### src/rtl/tlbp_pkg.sv
package tlbp_pkg;

  // Lookup outcome encoding seen at the res_code port.
  typedef enum logic [1:0] {
    RES_MATCH    = 2'd0,
    RES_NOMATCH  = 2'd1,
    RES_INVALID  = 2'd2,
    RES_MODIFIED = 2'd3
  } tlbp_res_e;

endpackage

### src/rtl/tlbp_store.sv
module tlbp_store #(
  parameter int ENTRIES = 16,
  parameter int IDX_W   = 4,
  parameter int VPN2_W  = 19,
  parameter int ASID_W  = 8,
  parameter int PFN_W   = 20
) (
  input  logic              clk,
  input  logic              rst,
  input  logic              wr_en,
  input  logic [IDX_W-1:0]  wr_idx,
  input  logic [VPN2_W-1:0] wr_vpn2,
  input  logic [VPN2_W-1:0] wr_pmask,
  input  logic [ASID_W-1:0] wr_asid,
  input  logic              wr_global,
  input  logic [PFN_W-1:0]  wr_pfn_even,
  input  logic [PFN_W-1:0]  wr_pfn_odd,
  input  logic              wr_v_even,
  input  logic              wr_v_odd,
  input  logic              wr_d_even,
  input  logic              wr_d_odd,
  output logic [VPN2_W-1:0] ent_vpn2   [ENTRIES],
  output logic [VPN2_W-1:0] ent_pmask  [ENTRIES],
  output logic [ASID_W-1:0] ent_asid   [ENTRIES],
  output logic              ent_global [ENTRIES],
  output logic [PFN_W-1:0]  ent_pfn_e  [ENTRIES],
  output logic [PFN_W-1:0]  ent_pfn_o  [ENTRIES],
  output logic              ent_v_e    [ENTRIES],
  output logic              ent_v_o    [ENTRIES],
  output logic              ent_d_e    [ENTRIES],
  output logic              ent_d_o    [ENTRIES]
);

  // Entries are flops: every one is read in parallel by the comparators.
  always_ff @(posedge clk) begin
    if (rst) begin
      for (int e = 0; e < ENTRIES; e++) begin
        ent_vpn2[e]   <= '0;
        ent_pmask[e]  <= '0;
        ent_asid[e]   <= '0;
        ent_global[e] <= 1'b0;
        ent_pfn_e[e]  <= '0;
        ent_pfn_o[e]  <= '0;
        ent_v_e[e]    <= 1'b0;
        ent_v_o[e]    <= 1'b0;
        ent_d_e[e]    <= 1'b0;
        ent_d_o[e]    <= 1'b0;
      end
    end else if (wr_en && (32'(wr_idx) < ENTRIES)) begin
      ent_vpn2[wr_idx]   <= wr_vpn2;
      ent_pmask[wr_idx]  <= wr_pmask;
      ent_asid[wr_idx]   <= wr_asid;
      ent_global[wr_idx] <= wr_global;
      ent_pfn_e[wr_idx]  <= wr_pfn_even;
      ent_pfn_o[wr_idx]  <= wr_pfn_odd;
      ent_v_e[wr_idx]    <= wr_v_even;
      ent_v_o[wr_idx]    <= wr_v_odd;
      ent_d_e[wr_idx]    <= wr_d_even;
      ent_d_o[wr_idx]    <= wr_d_odd;
    end
  end

  // An entry not addressed by the write port keeps its contents.
  for (genvar g = 0; g < ENTRIES; g++) begin : g_quiet
    p_entry_quiet_r11: assert property (@(posedge clk) disable iff (rst)
      !(wr_en && (32'(wr_idx) == g)) |=>
        $stable({ent_vpn2[g], ent_pmask[g], ent_asid[g], ent_global[g],
                  ent_pfn_e[g], ent_pfn_o[g], ent_v_e[g], ent_v_o[g],
                  ent_d_e[g], ent_d_o[g]}));
  end

endmodule

### src/rtl/tlbp_match.sv
module tlbp_match #(
  parameter int ENTRIES = 16,
  parameter int VPN2_W  = 19,
  parameter int ASID_W  = 8
) (
  input  logic [VPN2_W-1:0] va_vpn2,
  input  logic [ASID_W-1:0] cur_asid,
  input  logic [VPN2_W-1:0] ent_vpn2   [ENTRIES],
  input  logic [VPN2_W-1:0] ent_pmask  [ENTRIES],
  input  logic [ASID_W-1:0] ent_asid   [ENTRIES],
  input  logic              ent_global [ENTRIES],
  output logic [ENTRIES-1:0] hit
);

  for (genvar g = 0; g < ENTRIES; g++) begin : g_cmp
    logic tag_eq;
    logic owner_ok;
    // Masked bits of the page-pair number take no part in the compare.
    assign tag_eq   = ((va_vpn2 ^ ent_vpn2[g]) & ~ent_pmask[g]) == '0;
    assign owner_ok = ent_global[g] || (ent_asid[g] == cur_asid);
    assign hit[g]   = tag_eq && owner_ok;
  end

endmodule

### src/rtl/tlbp_prio.sv
module tlbp_prio #(
  parameter int ENTRIES = 16,
  parameter int IDX_W   = 4
) (
  input  logic [ENTRIES-1:0] hit,
  output logic               any_hit,
  output logic [IDX_W-1:0]   hit_idx
);

  // Scan from the top so the lowest hitting index is written last.
  always_comb begin
    any_hit = 1'b0;
    hit_idx = '0;
    for (int e = ENTRIES - 1; e >= 0; e--) begin
      if (hit[e]) begin
        any_hit = 1'b1;
        hit_idx = IDX_W'(e);
      end
    end
  end

endmodule

### src/rtl/tlbp_top.sv
module tlbp_top #(
  parameter int ENTRIES    = 16,
  parameter int VA_W       = 32,
  parameter int PA_W       = 32,
  parameter int PAGE_SHIFT = 12,
  parameter int ASID_W     = 8,
  localparam int IDX_W     = (ENTRIES > 1) ? $clog2(ENTRIES) : 1,
  localparam int VPN2_W    = VA_W - PAGE_SHIFT - 1,
  localparam int PFN_W     = PA_W - PAGE_SHIFT
) (
  input  logic              clk,
  input  logic              rst,
  input  logic              wr_en,
  input  logic [IDX_W-1:0]  wr_idx,
  input  logic [VPN2_W-1:0] wr_vpn2,
  input  logic [VPN2_W-1:0] wr_pmask,
  input  logic [ASID_W-1:0] wr_asid,
  input  logic              wr_global,
  input  logic [PFN_W-1:0]  wr_pfn_even,
  input  logic [PFN_W-1:0]  wr_pfn_odd,
  input  logic              wr_v_even,
  input  logic              wr_v_odd,
  input  logic              wr_d_even,
  input  logic              wr_d_odd,
  input  logic              lk_req,
  input  logic [VA_W-1:0]   lk_va,
  input  logic [ASID_W-1:0] lk_asid,
  input  logic              lk_write,
  output logic              res_valid,
  output logic [1:0]        res_code,
  output logic [PA_W-1:0]   res_pa,
  output logic              res_writable
);
  import tlbp_pkg::*;

  logic [VPN2_W-1:0] ent_vpn2   [ENTRIES];
  logic [VPN2_W-1:0] ent_pmask  [ENTRIES];
  logic [ASID_W-1:0] ent_asid   [ENTRIES];
  logic              ent_global [ENTRIES];
  logic [PFN_W-1:0]  ent_pfn_e  [ENTRIES];
  logic [PFN_W-1:0]  ent_pfn_o  [ENTRIES];
  logic              ent_v_e    [ENTRIES];
  logic              ent_v_o    [ENTRIES];
  logic              ent_d_e    [ENTRIES];
  logic              ent_d_o    [ENTRIES];

  tlbp_store #(
    .ENTRIES(ENTRIES), .IDX_W(IDX_W), .VPN2_W(VPN2_W),
    .ASID_W(ASID_W), .PFN_W(PFN_W)
  ) u_store (
    .clk(clk), .rst(rst), .wr_en(wr_en), .wr_idx(wr_idx),
    .wr_vpn2(wr_vpn2), .wr_pmask(wr_pmask), .wr_asid(wr_asid),
    .wr_global(wr_global), .wr_pfn_even(wr_pfn_even), .wr_pfn_odd(wr_pfn_odd),
    .wr_v_even(wr_v_even), .wr_v_odd(wr_v_odd),
    .wr_d_even(wr_d_even), .wr_d_odd(wr_d_odd),
    .ent_vpn2(ent_vpn2), .ent_pmask(ent_pmask), .ent_asid(ent_asid),
    .ent_global(ent_global), .ent_pfn_e(ent_pfn_e), .ent_pfn_o(ent_pfn_o),
    .ent_v_e(ent_v_e), .ent_v_o(ent_v_o), .ent_d_e(ent_d_e), .ent_d_o(ent_d_o)
  );

  logic [ENTRIES-1:0] hit;
  logic               any_hit;
  logic [IDX_W-1:0]   hit_idx;

  tlbp_match #(
    .ENTRIES(ENTRIES), .VPN2_W(VPN2_W), .ASID_W(ASID_W)
  ) u_match (
    .va_vpn2(lk_va[VA_W-1:PAGE_SHIFT+1]), .cur_asid(lk_asid),
    .ent_vpn2(ent_vpn2), .ent_pmask(ent_pmask), .ent_asid(ent_asid),
    .ent_global(ent_global), .hit(hit)
  );

  tlbp_prio #(
    .ENTRIES(ENTRIES), .IDX_W(IDX_W)
  ) u_prio (
    .hit(hit), .any_hit(any_hit), .hit_idx(hit_idx)
  );

  // Selected entry, half choice and permission decode.
  logic [VA_W-1:0]   eff_mask;
  logic [VA_W-1:0]   half_mask;
  logic              odd_sel;
  logic              sel_v;
  logic              sel_d;
  logic [PFN_W-1:0]  sel_pfn;
  tlbp_res_e         code_n;
  logic [PA_W-1:0]   pa_n;

  always_comb begin
    eff_mask  = {ent_pmask[hit_idx], {(PAGE_SHIFT + 1){1'b1}}};
    half_mask = eff_mask >> 1;
    odd_sel   = |(lk_va & eff_mask & ~half_mask);
    sel_v     = odd_sel ? ent_v_o[hit_idx]   : ent_v_e[hit_idx];
    sel_d     = odd_sel ? ent_d_o[hit_idx]   : ent_d_e[hit_idx];
    sel_pfn   = odd_sel ? ent_pfn_o[hit_idx] : ent_pfn_e[hit_idx];
    if (!any_hit)
      code_n = RES_NOMATCH;
    else if (!sel_v)
      code_n = RES_INVALID;
    else if (lk_write && !sel_d)
      code_n = RES_MODIFIED;
    else
      code_n = RES_MATCH;
    pa_n = '0;
    if (code_n == RES_MATCH)
      pa_n = {sel_pfn, {PAGE_SHIFT{1'b0}}} | PA_W'(lk_va & half_mask);
  end

  always_ff @(posedge clk) begin
    if (rst) begin
      res_valid    <= 1'b0;
      res_code     <= RES_NOMATCH;
      res_pa       <= '0;
      res_writable <= 1'b0;
    end else begin
      res_valid <= lk_req;
      if (lk_req) begin
        res_code     <= code_n;
        res_pa       <= pa_n;
        res_writable <= any_hit && sel_d;
      end
    end
  end

  p_latency_r1: assert property (@(posedge clk) disable iff (rst)
    lk_req |=> res_valid);

  p_hold_r1: assert property (@(posedge clk) disable iff (rst)
    !lk_req |=> (!res_valid && $stable(res_code) && $stable(res_pa)
                 && $stable(res_writable)));

  p_nomatch_clean_r8: assert property (@(posedge clk) disable iff (rst)
    (res_valid && res_code == RES_NOMATCH) |-> (!res_writable && res_pa == '0));

  p_modified_store_r6: assert property (@(posedge clk) disable iff (rst)
    (res_valid && res_code == RES_MODIFIED) |-> (!res_writable && $past(lk_write)));

  p_store_match_dirty_r9: assert property (@(posedge clk) disable iff (rst)
    (res_valid && res_code == RES_MATCH && $past(lk_write)) |-> res_writable);

  p_lowest_wins_r10: assert property (@(posedge clk) disable iff (rst)
    any_hit |-> (hit[hit_idx] &&
                 ((hit & ((ENTRIES'(1) << hit_idx) - ENTRIES'(1))) == '0)));

endmodule

### config.mk
export PLATFORM = sky130hd
export DESIGN_NAME = tlbp_top
export DESIGN_NICKNAME = d
export VERILOG_FILES = /design/src/rtl/tlbp_pkg.sv /design/src/rtl/tlbp_store.sv /design/src/rtl/tlbp_match.sv /design/src/rtl/tlbp_prio.sv /design/src/rtl/tlbp_top.sv
export SDC_FILE = /design/constraint.sdc
export NUM_CORES = 2
export LEC_CHECK = 0
export BUFFER_PORTS_ARGS = -buffer_cell sky130_fd_sc_hd__buf_2
export CORE_ASPECT_RATIO = 1.75
export CORE_MARGIN = 2
export CORE_UTILIZATION = 68
export DETAILED_ROUTE_END_ITERATION = 10
export PLACE_DENSITY = 0.89
export SYNTH_ARGS = -nofsm -noshare
export SYNTH_HDL_FRONTEND = slang
export SYNTH_HIERARCHICAL = 1
export SYNTH_SLANG_ARGS = --single-unit
### constraint.sdc
create_clock -name clk -period 14.5 [get_ports clk]
set_input_delay 0.725 -clock clk [delete_from_list [all_inputs] [get_ports clk]]
set_output_delay 0.725 -clock clk [all_outputs]
set_load 0.1 [all_outputs]
* Word level (Yosys, flattened, before mapping)
Index checks and enable logic that the tools add are counted.
Widths: inputs -> output; s select.
** Word-level totals
- Register bits :: 1492
- Input port bits :: 140
- Word-level logic and storage cells :: 370
** Operators by class
- Magnitude comparators :: 3
- Bitwise operators :: 55
- Muxes and demuxes :: 78
- Reductions and logical operators :: 54
- Eq/ne operators :: 16
** Operator list (count)
- $bwmux 320 :: 2
- $bwmux 304 :: 2
- $and 19x19->19 :: 16
- $logic_not 19->1 :: 16
- $not 19->19 :: 16
- $xor 19x19->19 :: 16
- $bmux 20 s4 :: 2
- $bwmux 128 :: 1
- $eq 8x8->1 :: 16
- $mux 20 :: 6
- $bwmux 16 :: 5
- $demux 20 s4 :: 1
- $bmux 19 s4 :: 1
- $demux 19 s4 :: 1
- $and 32x32->32 :: 2
- $mux 4 :: 16
- $mux 19 :: 3
- $and 32x31->32 :: 1
- $demux 8 s4 :: 1
- $mux 32 :: 1
- $not 31->32 :: 1
- $or 32x32->32 :: 1
- $reduce_or 32->1 :: 1
- $mux 1 :: 27
- 11 further kinds :: 51

* Depth between registers and ports, before layout
- Word-level depth :: 35
- Depth in mapped cells :: 25
- Depth with buffers taken out :: 17

* By module
Netlist, hierarchy kept.
** Modules (own cells, without submodules)
- tlbp_store :: times used 1, cells an instance 4992, area each 55694.7 sq um
- tlbp_top :: times used 1, cells an instance 744, area each 9736.8 sq um
- tlbp_match :: times used 1, cells an instance 742, area each 5960.7 sq um
- tlbp_prio :: times used 1, cells an instance 33, area each 178.9 sq um

* Least setup slack after synthesis
OpenSTA, ideal clock, no wires.
- Path kind :: input -> register
- Start point :: in lk_va[26]
- End point :: reg res_pa[12]
- Slack :: 8.820 ns
- Arrival :: 5.562 ns
- Stages :: 22
- Path buffers :: 9
- Setup time :: 0.119 ns
- Cells stage by stage :: buf_2 -> buf_2 -> xnor2_1 -> o22ai_1 -> or4_1 -> nor4_2 -> nor2_1 -> nor3_1 -> o31ai_1 -> a31oi_1 -> buf_6 -> buf_2 -> buf_2 -> buf_2 -> buf_2 -> buf_2 -> buf_1 -> mux4_2 -> mux4_2 -> nor2_1 -> nand2_1 -> a32o_1
** Between the ends
- Longest elaborated chain between the ends :: 35
- Elaborated cells on any way between the ends :: 134
** RTL lines
- start, declared :: RTL line tlbp_top.sv:26 : input logic [VA_W-1:0] lk_va,
- $xor 19x19->19 * :: RTL line tlbp_match.sv:19 : assign tag_eq = ((va_vpn2 ^ ent_vpn2[g]) & ~ent_pmask[g]) == '0;
- $and 19x19->19 * :: RTL line tlbp_match.sv:19
- $logic_not 19->1 * :: RTL line tlbp_match.sv:19
- $logic_and 1x1->1 * :: RTL line tlbp_match.sv:21 : assign hit[g] = tag_eq && owner_ok;
- via hit[15] :: RTL line tlbp_top.sv:61 : logic [ENTRIES-1:0] hit;
- $mux 4 * (16 in a row) :: RTL line tlbp_prio.sv:15 : if (hit[e]) begin
- via hit_idx[1] :: RTL line tlbp_top.sv:63 : logic [IDX_W-1:0] hit_idx;
- $not 4->5 (implied by the code) *
- [... 6 more ...]
- $mux 1 :: RTL line tlbp_top.sv:94 : sel_d = odd_sel ? ent_d_o[hit_idx] : ent_d_e[hit_idx];
- $logic_not 1->1 :: RTL line tlbp_top.sv:100 : else if (lk_write && !sel_d)
- $logic_and 1x1->1 :: RTL line tlbp_top.sv:100
- $mux 2 :: RTL line tlbp_top.sv:100
- $mux 2 :: RTL line tlbp_top.sv:98 : else if (!sel_v)
- $mux 2 :: RTL line tlbp_top.sv:96 : if (!any_hit)
- $logic_not 2->1 :: RTL line tlbp_top.sv:105 : if (code_n == RES_MATCH)
- $mux 32 * :: RTL line tlbp_top.sv:105
- end signal, assigned :: RTL line tlbp_top.sv:119 : res_pa <= pa_n;
- end, declared :: RTL line tlbp_top.sv:31 : output logic [PA_W-1:0] res_pa,
The timed path passes the listed nets; every way through them passes the cells marked *. The select of a mux whose other input is x is not followed.
A chain may end at the register's enable or synchronous reset.

* Final worst setup path
- Start point :: in lk_asid[7]
- End point :: reg res_pa[26]
** Between the ends
- Elaborated cells on any way between the ends :: 118
** RTL lines
- start, declared :: RTL line tlbp_top.sv:27 : input logic [ASID_W-1:0] lk_asid,
- $eq 8x8->1 * :: RTL line tlbp_match.sv:20 : assign owner_ok = ent_global[g] || (ent_asid[g] == cur_asid);
- $logic_or 1x1->1 * :: RTL line tlbp_match.sv:20
- $logic_and 1x1->1 * :: RTL line tlbp_match.sv:21
- via hit[6] :: RTL line tlbp_top.sv:61
- $mux 4 * (7 in a row) :: RTL line tlbp_prio.sv:15
- via hit_idx[1] :: RTL line tlbp_top.sv:63
- $not 4->5 (implied by the code) *
- $bmux 19 s4 :: RTL line tlbp_top.sv:90 : eff_mask = {ent_pmask[hit_idx], {(PAGE_SHIFT + 1){1'b1}}};
- [... 5 more ...]
- $mux 1 :: RTL line tlbp_top.sv:94
- $logic_not 1->1 :: RTL line tlbp_top.sv:100
- $logic_and 1x1->1 :: RTL line tlbp_top.sv:100
- $mux 2 :: RTL line tlbp_top.sv:100
- $mux 2 :: RTL line tlbp_top.sv:98
- $mux 2 :: RTL line tlbp_top.sv:96
- $logic_not 2->1 :: RTL line tlbp_top.sv:105
- $mux 32 * :: RTL line tlbp_top.sv:105
Marked as above.

==> run_results.csv <==
group,metric,value,unit
status,status,"finished, violations left",
status,violations,"max-capacitance violations, max-slew violations",
placed_design,dp.cells,7459,
floorplan,io_pins,176,
synthesis,synth_warnings,6,
cts,clock_latency,0.78,ns
floorplan,start_util,68.5,%
layout,nNetsFinal,6383,
critical_path,arrival,8.61,ns
synthesis,syn_nets,6651,
power,pwr-share-clk,42.9,%
floorplan,core,105000,sq um
critical_path,slowest_stage,"buf_4",
cts,postCtsHoldBufs,0,
critical_path,worstSetupStartpointType,"primary input",
critical_path,endpoint_kind,"flop",
run,drv_cap,2,
power,combinationalPowerShare,6.8,%
floorplan,die_w,249,microns
critical_path,max_stage_delay,0.92,ns
layout,final_area,76200,sq um
cts,path_clk_slew,0.07,ns
grt,grt_max_degree,288,
cts,cts_num_sinks,1492,
synthesis,synth_area_per_cell,11.0,sq um
synthesis,synth_top_area_share,41.7,%
grt,antenna_found_initial,30,
synthesis,synth_cell_types,55,
timing,skew,0.0230,ns
critical_path,required,15.22,ns
detailed_routing,first_pass_iters,8,
power,power_frac_seq,50.2,%
power,pwr_density_cell,109,nW/um^2
detailed_routing,routed_wl,230000,microns
cts,ctsResizeCount,0,
synthesis,synthTopCellsByArea,"dfxtp_1, mux2i_1, nand2b_1",
power,p_leak,34.8,nW
synthesis,synth-seq-cells,1492,
timing,worstMarginPinSlew,1.57,ns
power,p_int,6.33,mW
detailed_routing,via_per_inst,6.53,
critical_path,crit_chain,"buf_2 -> xor2_1 -> nor4_1 -> a21oi_1 -> nor4_2 -> nor2_1 -> a31oi_4 -> buf_4 -> buf_4 -> mux4_2 -> o22ai_1 -> nor3_1 -> o32ai_1 -> nor2_1 -> nand4b_4 -> buf_4 -> mux2_2 -> a32o_1",
grt,grt_pass1_vias,52239,
cts,htreeDepth,4,
synthesis,yosys.area.top_type,"dfxtp_1",
floorplan,die_area,108000,sq um
timing,slew_viol_final,4,
layout,drive_above_1_share,12.4,%
cts,clockRootBuffer,"clkbuf_16",
placed_design,dpl.hpwl,146000,microns
detailed_routing,ant_nets,0,
cts,cts_buffer_depth,3,
detailed_routing,drt_iter0_drc,4581,
synthesis,syn_area,71600,sq um
critical_path,crit_path_max_fanout,64,
hold_path,hold_class,"primary input to flop",
layout,mostFrequentLayoutCells,"nand2b_1, mux2i_1, dfxtp_1",
timing,slew_headroom,-4.96,%
cts,postCtsSetupBuffers,0,
timing,min_period,7.89,ns
placed_design,place_area,71900,sq um
layout,fin_util,72.9,%
power,vdd_ir_drop_max,0.136,mV
placed_design,port_buffers,175,
floorplan,die_h,433,microns
timing,setup_viol,0,
layout,layout_commonest_cell,"nand2b_1",
critical_path,critPathTopFamily,"buffers and inverters",
critical_path,crit_type,"primary input to flop",
synthesis,ys.flop_type,"dfxtp_1",
grt,grt_pass1_wl,338000,microns
critical_path,cp.buffers_inverters,4,
timing,rsz0062_at_grt,"false",
synthesis,syn_inst,6511,
detailed_routing,drc_errors,0,
grt,grtUsageTotal,42.4,%
critical_path,cp_common_cell,"buf_4",
grt,overflow,0,
floorplan,rows,157,
detailed_routing,num_vias,50311,
layout,area_delta_synth_final,6.49,%
synthesis,async_flop_share,0,%
timing,period_share,54.4,%
power,switching_share,24.1,%
synthesis,ys_seq_area_share,41.7,%
cts,cts_tree,"yes",
detailed_routing,wl_per_cell,29.9,microns
layout,stdcell_count,7706,
timing,hold_viol,0,
placed_design,gp_congestion,1.07,
cts,numCtsBuffers,133,
timing,fin_tns_setup,0,ns
timing,fmax,0.127,GHz
power,switchingPower,2.01,mW
synthesis,synth-edff-count,0,
power groups by stage:
stage / combinational, mW / clock, mW / sequential, mW
floorplan: 0.394 / 0 / 4.27
global placement: 0.536 / 0 / 4.28
detailed placement: 0.545 / 0 / 4.28
CTS: 0.547 / 3.59 / 4.19
global route: 0.585 / 3.75 / 4.19
finish: 0.571 / 3.58 / 4.19
final cells by class:
class,count,area [sq um]
multi-input cells,4357,38800
flip-flops and latches,1492,29900
repair buffers,245,1470
fillers,7097,28300
clock inverters,40,350
clock buffers,198,3980
inverters,14,55.1
diodes,9,22.5
well taps,1351,1690
flip-flops by register name (all words and copies together) (netlist names), 32 cells and up:
signal             cells
u_store/ent_vpn2     304
u_store/ent_pfn_e    320
u_store/ent_asid     128
u_store/ent_pfn_o    320
res_pa                32
u_store/ent_pmask    304
layer usage:
| metal | global-route usage, % | part of all wire, % | up-vias |
|---|---|---|---|
| li1 | - | - | 21784 |
| met1 | 45.0 | 34 | 24905 |
| met2 | 67.8 | 46 | 2520 |
| met3 | 12.0 | 8.8 | 1066 |
| met4 | 40.0 | 11 | 36 |
| met5 | 0 | 0.10 | - |
Yosys cell counts, types with 3 or more instances:
| library cell | number |
|---|---|
| a21oi_1 | 43 |
| a221oi_1 | 7 |
| a22o_1 | 24 |
| a22oi_1 | 16 |
| a31oi_1 | 4 |
| a32o_1 | 10 |
| and2_1 | 5 |
| and3_1 | 11 |
| and3b_1 | 3 |
| buf_1 | 22 |
| buf_12 | 3 |
| buf_2 | 246 |
| buf_4 | 20 |
| buf_6 | 27 |
| clkbuf_1 | 330 |
| dfxtp_1 | 1492 |
| inv_1 | 14 |
| mux2_2 | 12 |
| mux2i_1 | 1502 |
| mux4_2 | 274 |
| nand2_1 | 61 |
| nand2b_1 | 1562 |
| nand3_1 | 31 |
| nor2_1 | 35 |
| nor2b_1 | 15 |
| nor3_1 | 5 |
| nor3b_1 | 4 |
| nor4_1 | 33 |
| nor4_2 | 18 |
| o21ai_0 | 25 |
| o221ai_1 | 10 |
| o22a_1 | 16 |
| o22ai_1 | 135 |
| or3_1 | 8 |
| or3b_1 | 3 |
| or4_1 | 32 |
| xnor2_1 | 304 |
| xor2_1 | 128 |
path summary, 6_finish.rpt:
kind,startpoint,end,cells after the start,slack [ns]
worst max register to register,u_store/ent_asid[79],res_pa[26],17,6.65
worst max-delay path,lk_asid[7],res_pa[26],18,6.61
worst min register to register,res_pa[6],res_pa[6],1,0.47
worst min-delay path,lk_va[11],res_pa[11],2,0.15
metrics by stage:
step                hold slack (ns)  power (mW)  worst slack [ns]
floorplan                     0.446        4.66              8.82
global placement              0.447        4.81              6.40
detailed placement            0.455        4.83              6.21
CTS                           0.122        8.33              7.03
global route                  0.144        8.53              6.48
finish                        0.153        8.34              6.61
cell families (layout without fill, tap and decap cells):
logic type | Yosys count | in the layout | synth area share [%]
buf+inv | 662 | 497 | 4.36
compound gates | 303 | 303 | 2.89
flops | 1492 | 1492 | 41.7
xor+xnor | 432 | 432 | 5.29
other cells | 0 | 9 | 0
simple gates | 1833 | 1833 | 15.9
mux | 1789 | 1789 | 29.8
(Power assumes the default switching activity.)
